[src/rtl/shiftadd_mul_pkg.sv]
package shiftadd_mul_pkg;

  typedef enum logic {
    MUL_IDLE = 1'b0,
    MUL_RUN  = 1'b1
  } mul_state_e;

endpackage

[src/rtl/shiftadd_mul_ctrl.sv]
module shiftadd_mul_ctrl #(
  parameter int WIDTH = 32
) (
  input  logic clk,
  input  logic rst_n,
  input  logic start,
  output logic busy,
  output logic done,
  output logic load,
  output logic step_en,
  output logic last_step
);
  import shiftadd_mul_pkg::*;

  localparam int CNT_W = $clog2(WIDTH + 1);

  mul_state_e       state_q;
  logic [CNT_W-1:0] left_q;

  assign busy      = (state_q == MUL_RUN);
  assign load      = (state_q == MUL_IDLE) && start;
  assign step_en   = busy;
  assign last_step = step_en && (left_q == CNT_W'(1));

  always_ff @(posedge clk or negedge rst_n) begin
    if (!rst_n) begin
      state_q <= MUL_IDLE;
      left_q  <= '0;
      done    <= 1'b0;
    end else begin
      done <= last_step;
      if (load) begin
        state_q <= MUL_RUN;
        left_q  <= CNT_W'(WIDTH);
      end else if (step_en) begin
        left_q <= left_q - CNT_W'(1);
        if (last_step) state_q <= MUL_IDLE;
      end
    end
  end


  done_one_cycle_chk: assert property (@(posedge clk) disable iff (!rst_n)
    done |=> !done);


  done_idle_chk: assert property (@(posedge clk) disable iff (!rst_n)
    done |-> !busy);


  start_accept_chk: assert property (@(posedge clk) disable iff (!rst_n)
    (start && !busy) |=> (busy && left_q == CNT_W'(WIDTH)));


  busy_end_chk: assert property (@(posedge clk) disable iff (!rst_n)
    $fell(busy) |-> done);


  run_continues_chk: assert property (@(posedge clk) disable iff (!rst_n)
    (busy && !last_step) |=> (busy && left_q == $past(left_q) - CNT_W'(1)));

endmodule

[src/rtl/shiftadd_mul_datapath.sv]
module shiftadd_mul_datapath #(
  parameter int WIDTH = 32
) (
  input  logic             clk,
  input  logic             rst_n,
  input  logic             load,
  input  logic             step_en,
  input  logic [WIDTH-1:0] multiplicand,
  input  logic [WIDTH-1:0] multiplier,
  output logic [WIDTH-1:0] prod_hi,
  output logic [WIDTH-1:0] prod_lo
);

  localparam int PW = 2 * WIDTH;

  logic [WIDTH-1:0] mcand_q;
  logic [PW-1:0]    prod_q;

  // named events for checking
  logic             add_sel;
  logic [WIDTH:0]   sum_full;
  logic             sum_carry;
  logic [PW-1:0]    prod_next;

  function automatic logic [WIDTH:0] half_add(input logic [WIDTH-1:0] hi,
                                              input logic [WIDTH-1:0] mc,
                                              input logic             en);
    return {1'b0, hi} + (en ? {1'b0, mc} : '0);
  endfunction

  function automatic logic [PW-1:0] shift_in(input logic [WIDTH:0]   sum,
                                             input logic [WIDTH-1:0] lo);
    return {sum, lo[WIDTH-1:1]};
  endfunction

  assign add_sel   = prod_q[0];
  assign sum_full  = half_add(prod_q[PW-1:WIDTH], mcand_q, add_sel);
  assign sum_carry = sum_full[WIDTH];
  assign prod_next = shift_in(sum_full, prod_q[WIDTH-1:0]);

  always_ff @(posedge clk or negedge rst_n) begin
    if (!rst_n) begin
      mcand_q <= '0;
      prod_q  <= '0;
    end else if (load) begin
      mcand_q <= multiplicand;
      prod_q  <= {{WIDTH{1'b0}}, multiplier};
    end else if (step_en) begin
      prod_q <= prod_next;
    end
  end

  assign prod_hi = prod_q[PW-1:WIDTH];
  assign prod_lo = prod_q[WIDTH-1:0];


  carry_kept_chk: assert property (@(posedge clk) disable iff (!rst_n)
    (step_en && !load && sum_carry) |=> prod_q[PW-1]);


  no_add_top_zero_chk: assert property (@(posedge clk) disable iff (!rst_n)
    (step_en && !load && !add_sel) |=> !prod_q[PW-1]);


  idle_hold_chk: assert property (@(posedge clk) disable iff (!rst_n)
    (!step_en && !load) |=> $stable(prod_q));


  mcand_stable_chk: assert property (@(posedge clk) disable iff (!rst_n)
    (step_en && !load) |=> $stable(mcand_q));

endmodule

[src/rtl/shiftadd_mul.sv]
module shiftadd_mul #(
  parameter int WIDTH = 32
) (
  input  logic             clk,
  input  logic             rst_n,
  input  logic             start,
  input  logic [WIDTH-1:0] multiplicand,
  input  logic [WIDTH-1:0] multiplier,
  output logic             busy,
  output logic             done,
  output logic [WIDTH-1:0] prod_hi,
  output logic [WIDTH-1:0] prod_lo
);

  logic load;
  logic step_en;
  logic last_step;

  shiftadd_mul_ctrl #(.WIDTH(WIDTH)) u_ctrl (
    .clk       (clk),
    .rst_n     (rst_n),
    .start     (start),
    .busy      (busy),
    .done      (done),
    .load      (load),
    .step_en   (step_en),
    .last_step (last_step)
  );

  shiftadd_mul_datapath #(.WIDTH(WIDTH)) u_dp (
    .clk          (clk),
    .rst_n        (rst_n),
    .load         (load),
    .step_en      (step_en),
    .multiplicand (multiplicand),
    .multiplier   (multiplier),
    .prod_hi      (prod_hi),
    .prod_lo      (prod_lo)
  );


  load_only_idle_chk: assert property (@(posedge clk) disable iff (!rst_n)
    load |-> !busy);

endmodule

[config.mk]
export PLATFORM = sky130hd
export DESIGN_NAME = shiftadd_mul
export DESIGN_NICKNAME = d
export VERILOG_FILES = /design/src/rtl/shiftadd_mul_pkg.sv /design/src/rtl/shiftadd_mul_ctrl.sv /design/src/rtl/shiftadd_mul_datapath.sv /design/src/rtl/shiftadd_mul.sv
export SDC_FILE = /design/constraint.sdc
export NUM_CORES = 1
export LEC_CHECK = 0
export BUFFER_PORTS_ARGS = -buffer_cell sky130_fd_sc_hd__buf_4
export CORE_MARGIN = 2
export CORE_UTILIZATION = 35
export CTS_CLUSTER_DIAMETER = 30
export DETAILED_ROUTE_END_ITERATION = 6
export PLACE_DENSITY = 0.58
export SLEW_MARGIN = 20
export SYNTH_ARGS = -nofsm -noshare
export SYNTH_HDL_FRONTEND = slang
export SYNTH_HIERARCHICAL = 1
export SYNTH_SLANG_ARGS = --single-unit
[constraint.sdc]
create_clock -name clk -period 5.52 [get_ports clk]
set_input_delay 0.552 -clock clk [delete_from_list [all_inputs] [get_ports clk]]
set_output_delay 0.552 -clock clk [all_outputs]
set_load 0.01 [all_outputs]
* Word level (Yosys, flattened, before mapping) *
Cells that the tools add are included.

storage, ports and cells
  output and inout port bits = 66
  word-level logic and storage cells = 20
  register bits after elaboration = 104

operators by class
  equal/unequal tests = 1
  add/subtract/negate cells = 2
  reductions and logical operators = 3
  bitwise operators = 1
  mux-type cells = 8

operator list
  kind                   count
  $mux W64               2
  $add A32 B33 Y33       1
  $mux W32               1
  $mux W6                2
  $eq A6 B1 Y1 const B   1
  $sub A6 B1 Y6 const B  1
  $mux W1                3
  $logic_and A1 B1 Y1    2
  $reduce_bool A2 Y1     1
  $not A1 Y1             1

* Longest topological paths before layout *
Gate-level depths: netlist of the first run.

  word-level depth = 5
  gate-level depth with buffers = 11
  depth with buffers taken out = 11

* Modules after synthesis *
Netlist of the first run, hierarchy kept.

by module, submodules not included
  module                 cells each  area each (sq um)  times used
  shiftadd_mul_datapath  615         5916.9             1
  shiftadd_mul_ctrl      35          404.1              1

* Least setup slack after synthesis of the first run *
OpenSTA, ideal clock, no wires.

  path type = register -> register
  start = register u_dp.prod_q[0]
  end = register u_dp.prod_q[61]
  data arrival time = 2.694 ns
  required time = 5.371 ns
  path slack = 2.677 ns
  path buffers = 1
  cell stages (with the launch flop) = 11
  cell sequence = dfrtp_1 -> clkbuf_1 -> nand2_1 -> fa_1 -> nor2b_1 -> o2111ai_1 -> a21oi_1 -> o2111ai_1 -> a2111oi_0 -> mux2i_1 -> o311ai_0

on the way
  word-level cells in the longest chain between the ends = 4

RTL lines
  element                 line                         text
  start, declared         shiftadd_mul_datapath.sv:17  logic [PW-1:0] prod_q;
  start signal, assigned  shiftadd_mul_datapath.sv:47  prod_q <= {{WIDTH{1'b0}}, multiplier};
  start signal, assigned  shiftadd_mul_datapath.sv:49  prod_q <= prod_next;
  $mux W32                shiftadd_mul_datapath.sv:28  return {1'b0, hi} + (en ? {1'b0, mc} : '0);
  $add A32 B33 Y33        shiftadd_mul_datapath.sv:28
  $mux W64                shiftadd_mul_datapath.sv:48  end else if (step_en) begin
  $mux W64                shiftadd_mul_datapath.sv:45  end else if (load) begin

No other way between the ends. The select of a mux whose other input is x is not followed.
A chain may end at the register's enable or synchronous reset.

* Worst setup path after layout of the first run *
Ends and elaborated chain as after synthesis.

==> results of run 1 <==
[registers in the layout, indices dropped and copies added, names as in the netlist]
signal and cells:
u_ctrl/done 1, u_ctrl/left_q 6, u_dp/prod_q 64, u_ctrl/busy 1
u_dp/mcand_q 32
[stage by stage]
step	hold WS (ns)	setup slack, ns	cell area, um^2
floorplan	0.256	2.68	6320
global placement	0.468	1.81	7440
detailed placement	0.475	1.67	7440
CTS	0.135	1.64	7720
global route	0.165	1.22	7720
finish	0.129	1.61	7720
[Yosys cell counts, types with 3 or more instances]
| cell type | n | area share [%] |
|---|---|---|
| dfrtp_1 | 104 | 41 |
| nand2_1 | 78 | 4.6 |
| o21ai_0 | 63 | 5.0 |
| mux2i_1 | 44 | 7.0 |
| ha_1 | 34 | 6.7 |
| a21oi_1 | 33 | 2.6 |
| mux2_2 | 33 | 5.9 |
| and2_1 | 32 | 3.2 |
| nor2_1 | 29 | 1.7 |
| clkbuf_1 | 24 | 1.4 |
| a21o_1 | 13 | 1.5 |
| inv_1 | 13 | 0.77 |
| xnor2_1 | 12 | 1.7 |
| nand3_1 | 11 | 0.87 |
| nand4_1 | 11 | 1.1 |
| xor2_1 | 8 | 1.1 |
| a22o_1 | 7 | 0.97 |
| nor3_1 | 7 | 0.55 |
| buf_1 | 5 | 0.30 |
| buf_4 | 5 | 0.59 |
| a211o_1 | 4 | 0.55 |
| a211oi_1 | 4 | 0.48 |
| and3_1 | 4 | 0.40 |
| nor3b_1 | 4 | 0.48 |
| o21a_1 | 4 | 0.48 |
| o311ai_0 | 4 | 0.55 |
| a2111oi_0 | 3 | 0.42 |
| a31oi_1 | 3 | 0.30 |
| buf_6 | 3 | 0.53 |
| nand2b_1 | 3 | 0.30 |
| nor2b_1 | 3 | 0.30 |
| o211ai_1 | 3 | 0.36 |
[worst max path at each step]
stage,to,cells past startpoint
after CTS,u_dp/prod_q[61],11
after global routing,u_dp/prod_q[61],11
final,u_dp/prod_q[61],11
after floorplan,u_dp/prod_q[61],10
after global placement,u_dp/prod_q[61],11
after detailed placement,u_dp/prod_q[61],11
[metal layers]
layer | global-route usage [%] | routed length, um | up-vias
li1 | - | - | 2561
met1 | 22.1 | 7440 | 2494
met2 | 27.0 | 7530 | 139
met3 | 5.09 | 1200 | 13
met4 | 4.94 | 219 | 0
met5 | 0 | 0 | -
[where the power goes]
group | switching (mW) | internal, mW
registers | 0.338 | 1.17
clock network | 0.315 | 0.319
logic | 1.52 | 1.34
total | 2.17 | 2.82
[logic make-up after synthesis]
family                     Yosys count  share of synthesized area [%]
DFF                                104                           41.2
muxes                               77                           12.8
xor gates and xnor gates            20                           2.77
and+or+nand+nor                    199                           15.8
adders and majority gates           35                           7.05
buffers and inverters               52                           3.92
AOI/OAI and AO/OA                  163                           16.4
[worst register-to-register path, cell delays in order, from the launching register on]
cell       delay, ns
dfrtp_1         1.04
and2_1          0.25
ha_1            0.21
inv_1           0.07
fa_1            0.40
nor2b_1         0.17
o2111ai_1       0.18
a21oi_1         0.31
o2111ai_1       0.20
a2111oi_0       0.52
mux2i_1         0.23
o311ai_0        0.15
[area by class of cell]
class | instances | area [um^2]
Timing Repair Buffer | 136 | 1020
Inverter | 13 | 48.8
Sequential cell | 104 | 2600
Multi-Input combinational cell | 494 | 3480
Tap cell | 229 | 287
Clock buffer | 10 | 229
Clock inverter | 6 | 57.6
Fill cell | 1759 | 10100
==> impl_metrics.toml, run 1 <==
[status]
status = "finished, final reports clean"

[floorplan]
ios = 133
die_y_um = 138
fp-row-count = 49
core_area_um2 = 17800
dieArea_um2 = 19200
initial_utilization_pct = 35.4
fp.dieW_um = 138

[synth]
syn_nets = 752
syn_area_um2 = 6320
ys.flop_type = "dfrtp_1"
synth_edf_count = 0
synth_warnings = 6
syn_inst = 650
synth-seq-cells = 104
synthArstFlopShare_pct = 100
yosysSeqAreaShare_pct = 41.2
avgSynthCellArea_um2 = 9.72
yosysUniqueCellTypes = 67

[cts]
clockBufferDepth = 2
numCtsBuffers = 9
cts_tree = "built"
cts_setup_buffers = 0
clk_pin_slew_ns = 0.08
clock_latency_ns = 0.36
htreeDepth = 3
cts_root_buffer = "clkbuf_16"
cts.sinks = 104
postCtsHoldBufs = 0
cts_resized = 0

[setup_path]
timing.rr.end = "u_dp/prod_q[61]"
start_kind = "register"
r2r_start = "u_dp/prod_q[0]"
crit_chain = "and2_1, ha_1, inv_1, fa_1, nor2b_1, o2111ai_1, a21oi_1, o2111ai_1, a2111oi_0, mux2i_1, o311ai_0"
crit_path_top_delay_cell = "dfrtp_1"
slowest_delay_ns = 1.04
worstSetupPathType = "register to register"
crit_buf_inv = 1
cp_common_cell = "o2111ai_1"
crit_required_ns = 5.70
worstSetupEndpointType = "register"
reg2reg_slack_ns = 1.61
crit_fanout = 34
rr_worst_depth = 11
arrival_ns = 4.09
cpLargestDelayFamily = "compound AO/OA/AOI/OAI gates"
startpoint = "u_dp/prod_q[0]"

[finish]
num-nets-final = 860
n_antenna_cell = 0
final_cells = 992
fin_util_pct = 43.3
drive_above_1_share_pct = 25.8
layout_common_cells = "buf_4, dfrtp_1, nand2_1"
syn_to_final_growth_pct = 22.2
final_common_cell = "buf_4"

[pwr]
cellPowerDensity_nw_per_um2 = 646
ir_drop_uv = 298
finalPower_mw = 4.99
p_leak_nw = 3.80

[placed_design]
io_buffers = 132
place.gp.congestion = 0.856
dp_cells = 976
dp_hpwl_um = 11900

[flow_run]
cap_violations = 0

[detailed_routing]
antenna_left = 0
wl_per_cell_um = 16.5
via_count = 5207
drc = 0
wl_um = 16400
drt-initial-drc-count = 258
dr.pass1.iters = 4
viasPerCell = 5.25

[min_path]
hold_class = "input pin to asynchronous set/reset pin"

[timing]
setup_viol = 0
slew-limit-headroom_pct = 25.4
fin_crit_ns = 3.91
rsz0062_at_grt = "false"
fmax_ghz = 0.256
drv_slew = 0
fin_crit_sh_pct = 70.8
fin_tns_setup_ns = 0
tightest_slew_ns = 1.12
hold_violations = 0
finClkSkew_ns = 0.0136

[global_route]
grt_pass1_vias = 5192
grt_pass1_wl_um = 26500
antenna_found_initial = 0
grt_max_degree = 84
gr-total-overflow = 0
track_usage_pct = 16.9
No activity file was read; power rests on OpenSTA's default activity.
==> run 2: changes to the inputs <==
- ABC_AREA: not set -> 1
- clock period: 5.52 -> 3.75 ns (I/O delays scaled with it)
==> run 2 against run 1 <==
First-iteration DRC count is 26% higher. Non-clock buffer count is 2 higher. Sequential power increased by 42%. Clock power up 49%. Global-route usage increased by 2.7 points. Hold slack worse by 0.0040 ns. Largest power group unchanged. Highest routed layer unchanged.
==> impl_metrics.toml, run 2 <==
[setup_path]
reg2reg_slack_ns = 1.06
start_kind = "register"
worstSetupEndpointType = "register"
crit_required_ns = 4.00
crit_chain = "buf_4, nand2_1, fa_1, inv_1, nand3_1, nand3_1, nand3_1, nand3_1, nand2_1, nand2_1, nand2_1, nand3_1, nand2_1"
slowest_delay_ns = 0.79
cpLargestDelayFamily = "simple AND/OR/NAND/NOR gates"
crit_fanout = 23
arrival_ns = 2.95
startpoint = "u_dp/prod_q[0]"
crit_buf_inv = 2
r2r_start = "u_dp/prod_q[0]"
rr_worst_depth = 13
timing.rr.end = "u_dp/prod_q[59]"
worstSetupEndpoint = "u_dp/prod_q[59]"
worstSetupPathType = "register to register"
crit_cells = 13
crit_path_top_delay_cell = "dfrtp_1"

[pwr]
p_comb_share_pct = 56.7
ir_drop_uv = 359
p_leak_nw = 4.88
power_frac_clock_pct = 13.3
finalPower_mw = 7.10
intPower_mw = 3.74
swShare_pct = 47.3
cellPowerDensity_nw_per_um2 = 844
seq_power_share_pct = 30.0
p_switching_mw = 3.36

[timing]
rsz0062_at_grt = "false"
hold_violations = 0
drv_slew = 0
hold_slack_ns = 0.125
fin_crit_sh_pct = 71.8
setup_viol = 0
finClkSkew_ns = 0.00487
fin_crit_ns = 2.69
slew-limit-headroom_pct = 41.6
tightest_slew_ns = 0.875
fmax_ghz = 0.371
fin_tns_setup_ns = 0

[detailed_routing]
viasPerCell = 4.57
wl_um = 19100
drt-initial-drc-count = 326
antenna_left = 0
drc = 0
wl_per_cell_um = 13.5
via_count = 6444
dr.pass1.iters = 5

[synth]
synth_edf_count = 0
synth-seq-cells = 104
synthArstFlopShare_pct = 100
avgSynthCellArea_um2 = 6.77
synth_top_area_share_pct = 37.7
yosysSeqAreaShare_pct = 37.7
ys_top_cells_by_count = "nand2_1, inv_1, dfrtp_1"
synthTopCellsByArea = "dfrtp_1, nand2_1, inv_1"
yosysUniqueCellTypes = 36
syn_inst = 1018
synth_warnings = 6
ys.flop_type = "dfrtp_1"
syn_nets = 1120
yosysMostFrequentCell = "nand2_1"
yosysTopAreaCell = "dfrtp_1"
syn_area_um2 = 6900

[cts]
htreeDepth = 3
clockBufferDepth = 2
cts_resized = 0
numCtsBuffers = 9
cts.sinks = 104
cts_tree = "built"
cts_root_buffer = "clkbuf_16"
cts_setup_buffers = 0
clock_latency_ns = 0.36
postCtsHoldBufs = 0
clk_pin_slew_ns = 0.08

[floorplan]
ios = 133
fp-row-count = 51
fp.dieW_um = 144
initial_utilization_pct = 35.6
core_area_um2 = 19400
dieArea_um2 = 20800
die_y_um = 144

[finish]
syn_to_final_growth_pct = 22.0
top_regs = "u_dp/prod_q: 64 flops, u_dp/mcand_q: 32 flops, u_ctrl/left_q: 6 flops"
largest_reg_flops = 64
num-fill-cells = 2116
n_antenna_cell = 0
layout_common_cells = "nand2_1, inv_1, buf_4"
final_common_cell = "nand2_1"
final_area_um2 = 8420
largest-register = "u_dp/prod_q"
drive_above_1_share_pct = 16.0
num-nets-final = 1243

[global_route]
grt_max_degree = 64
grt_pass1_vias = 6447
grt_pass1_wl_um = 32000
gr-total-overflow = 0
track_usage_pct = 19.6
antenna_found_initial = 0

[placed_design]
place.gp.congestion = 0.915
io_buffers = 132
dp_hpwl_um = 14700
dpl-instance-area_um2 = 8130

[status]
status = "finished, final reports clean"

[min_path]
hold_class = "input pin to asynchronous set/reset pin"

[flow_run]
cap_violations = 0
run 2: cell types whose count changed after synthesis, moves of 26 or more:
cell	previous run	this run
and2_1	32	1
o221ai_1	1	27
nand2_1	78	438
nand3_1	11	46
mux2_2	33	0
inv_1	13	187
mux2i_1	44	0
o21ai_0	63	5
run 2: area by class of cell:
cell class	count	area [um^2]	area share, %
clock inverter	7	62.6	0.743
clock buffer	9	225	2.68
tap	265	332	3.94
inverter	191	717	8.52
multi-input combinational	697	3430	40.7
sequential	104	2600	30.9
timing repair buffer	138	1050	12.5
run 2: per-stage QoR:
| stage | setup WS (ns) | utilization [%] | cells |
|---|---|---|---|
| CTS | 1.02 | 43.4 | 1411 |
| detailed placement | 1.05 | 41.9 | 1395 |
| global route | 0.681 | 43.4 | 1411 |
| floorplan | 1.32 | - | 1018 |
| global placement | 1.12 | 41.9 | 1395 |
| finish | 1.06 | 43.4 | 1411 |
run 2: worst register-to-register path, stage by stage, from the launching register on:
cell and delay (ns):
dfrtp_1 0.79, buf_4 0.32, nand2_1 0.12, fa_1 0.44, inv_1 0.11, nand3_1 0.07, nand3_1 0.14, nand3_1 0.10
nand3_1 0.17, nand2_1 0.10, nand2_1 0.07, nand2_1 0.05, nand3_1 0.07, nand2_1 0.05
run 2: worst min-delay path by stage:
| stage | start | end | cells past startpoint |
|---|---|---|---|
| floorplan | rst_n | u_ctrl/busy | 0 |
| global placement | u_dp/mcand_q[21] | u_dp/mcand_q[21] | 2 |
| detailed placement | u_dp/mcand_q[23] | u_dp/mcand_q[23] | 2 |
| CTS | rst_n | u_dp/prod_q[58] | 1 |
| global route | multiplicand[1] | u_dp/mcand_q[1] | 3 |
| finish | rst_n | u_dp/prod_q[62] | 1 |
run 2: cells by family after synthesis:
group / synth area share [%]
AND/OR/NAND/NOR: 33.8
AO/OA/AOI/OAI: 8.07
flip-flops: 37.7
buffers and inverters: 12.5
adder cells (fa/ha/maj): 6.46
XOR/XNOR: 1.40
run 2: routing by layer:
layer	GRT usage, %	vias up	wire length, um
met5	0	-	0
met1	26.8	2903	9000
met4	5.47	0	296
met2	31.4	149	8610
met3	4.21	20	1150
li1	-	3372	-
run 2: power groups by stage:
stage / sequential, mW / clock [mW] / combinational [mW]
after floorplan: 2.15 / 0 / 2.64
final: 2.13 / 0.945 / 4.03
after CTS: 2.14 / 0.980 / 4.06
after detailed placement: 2.15 / 0 / 4.04
after global placement: 2.16 / 0 / 3.99
after global routing: 2.21 / 1.02 / 4.59
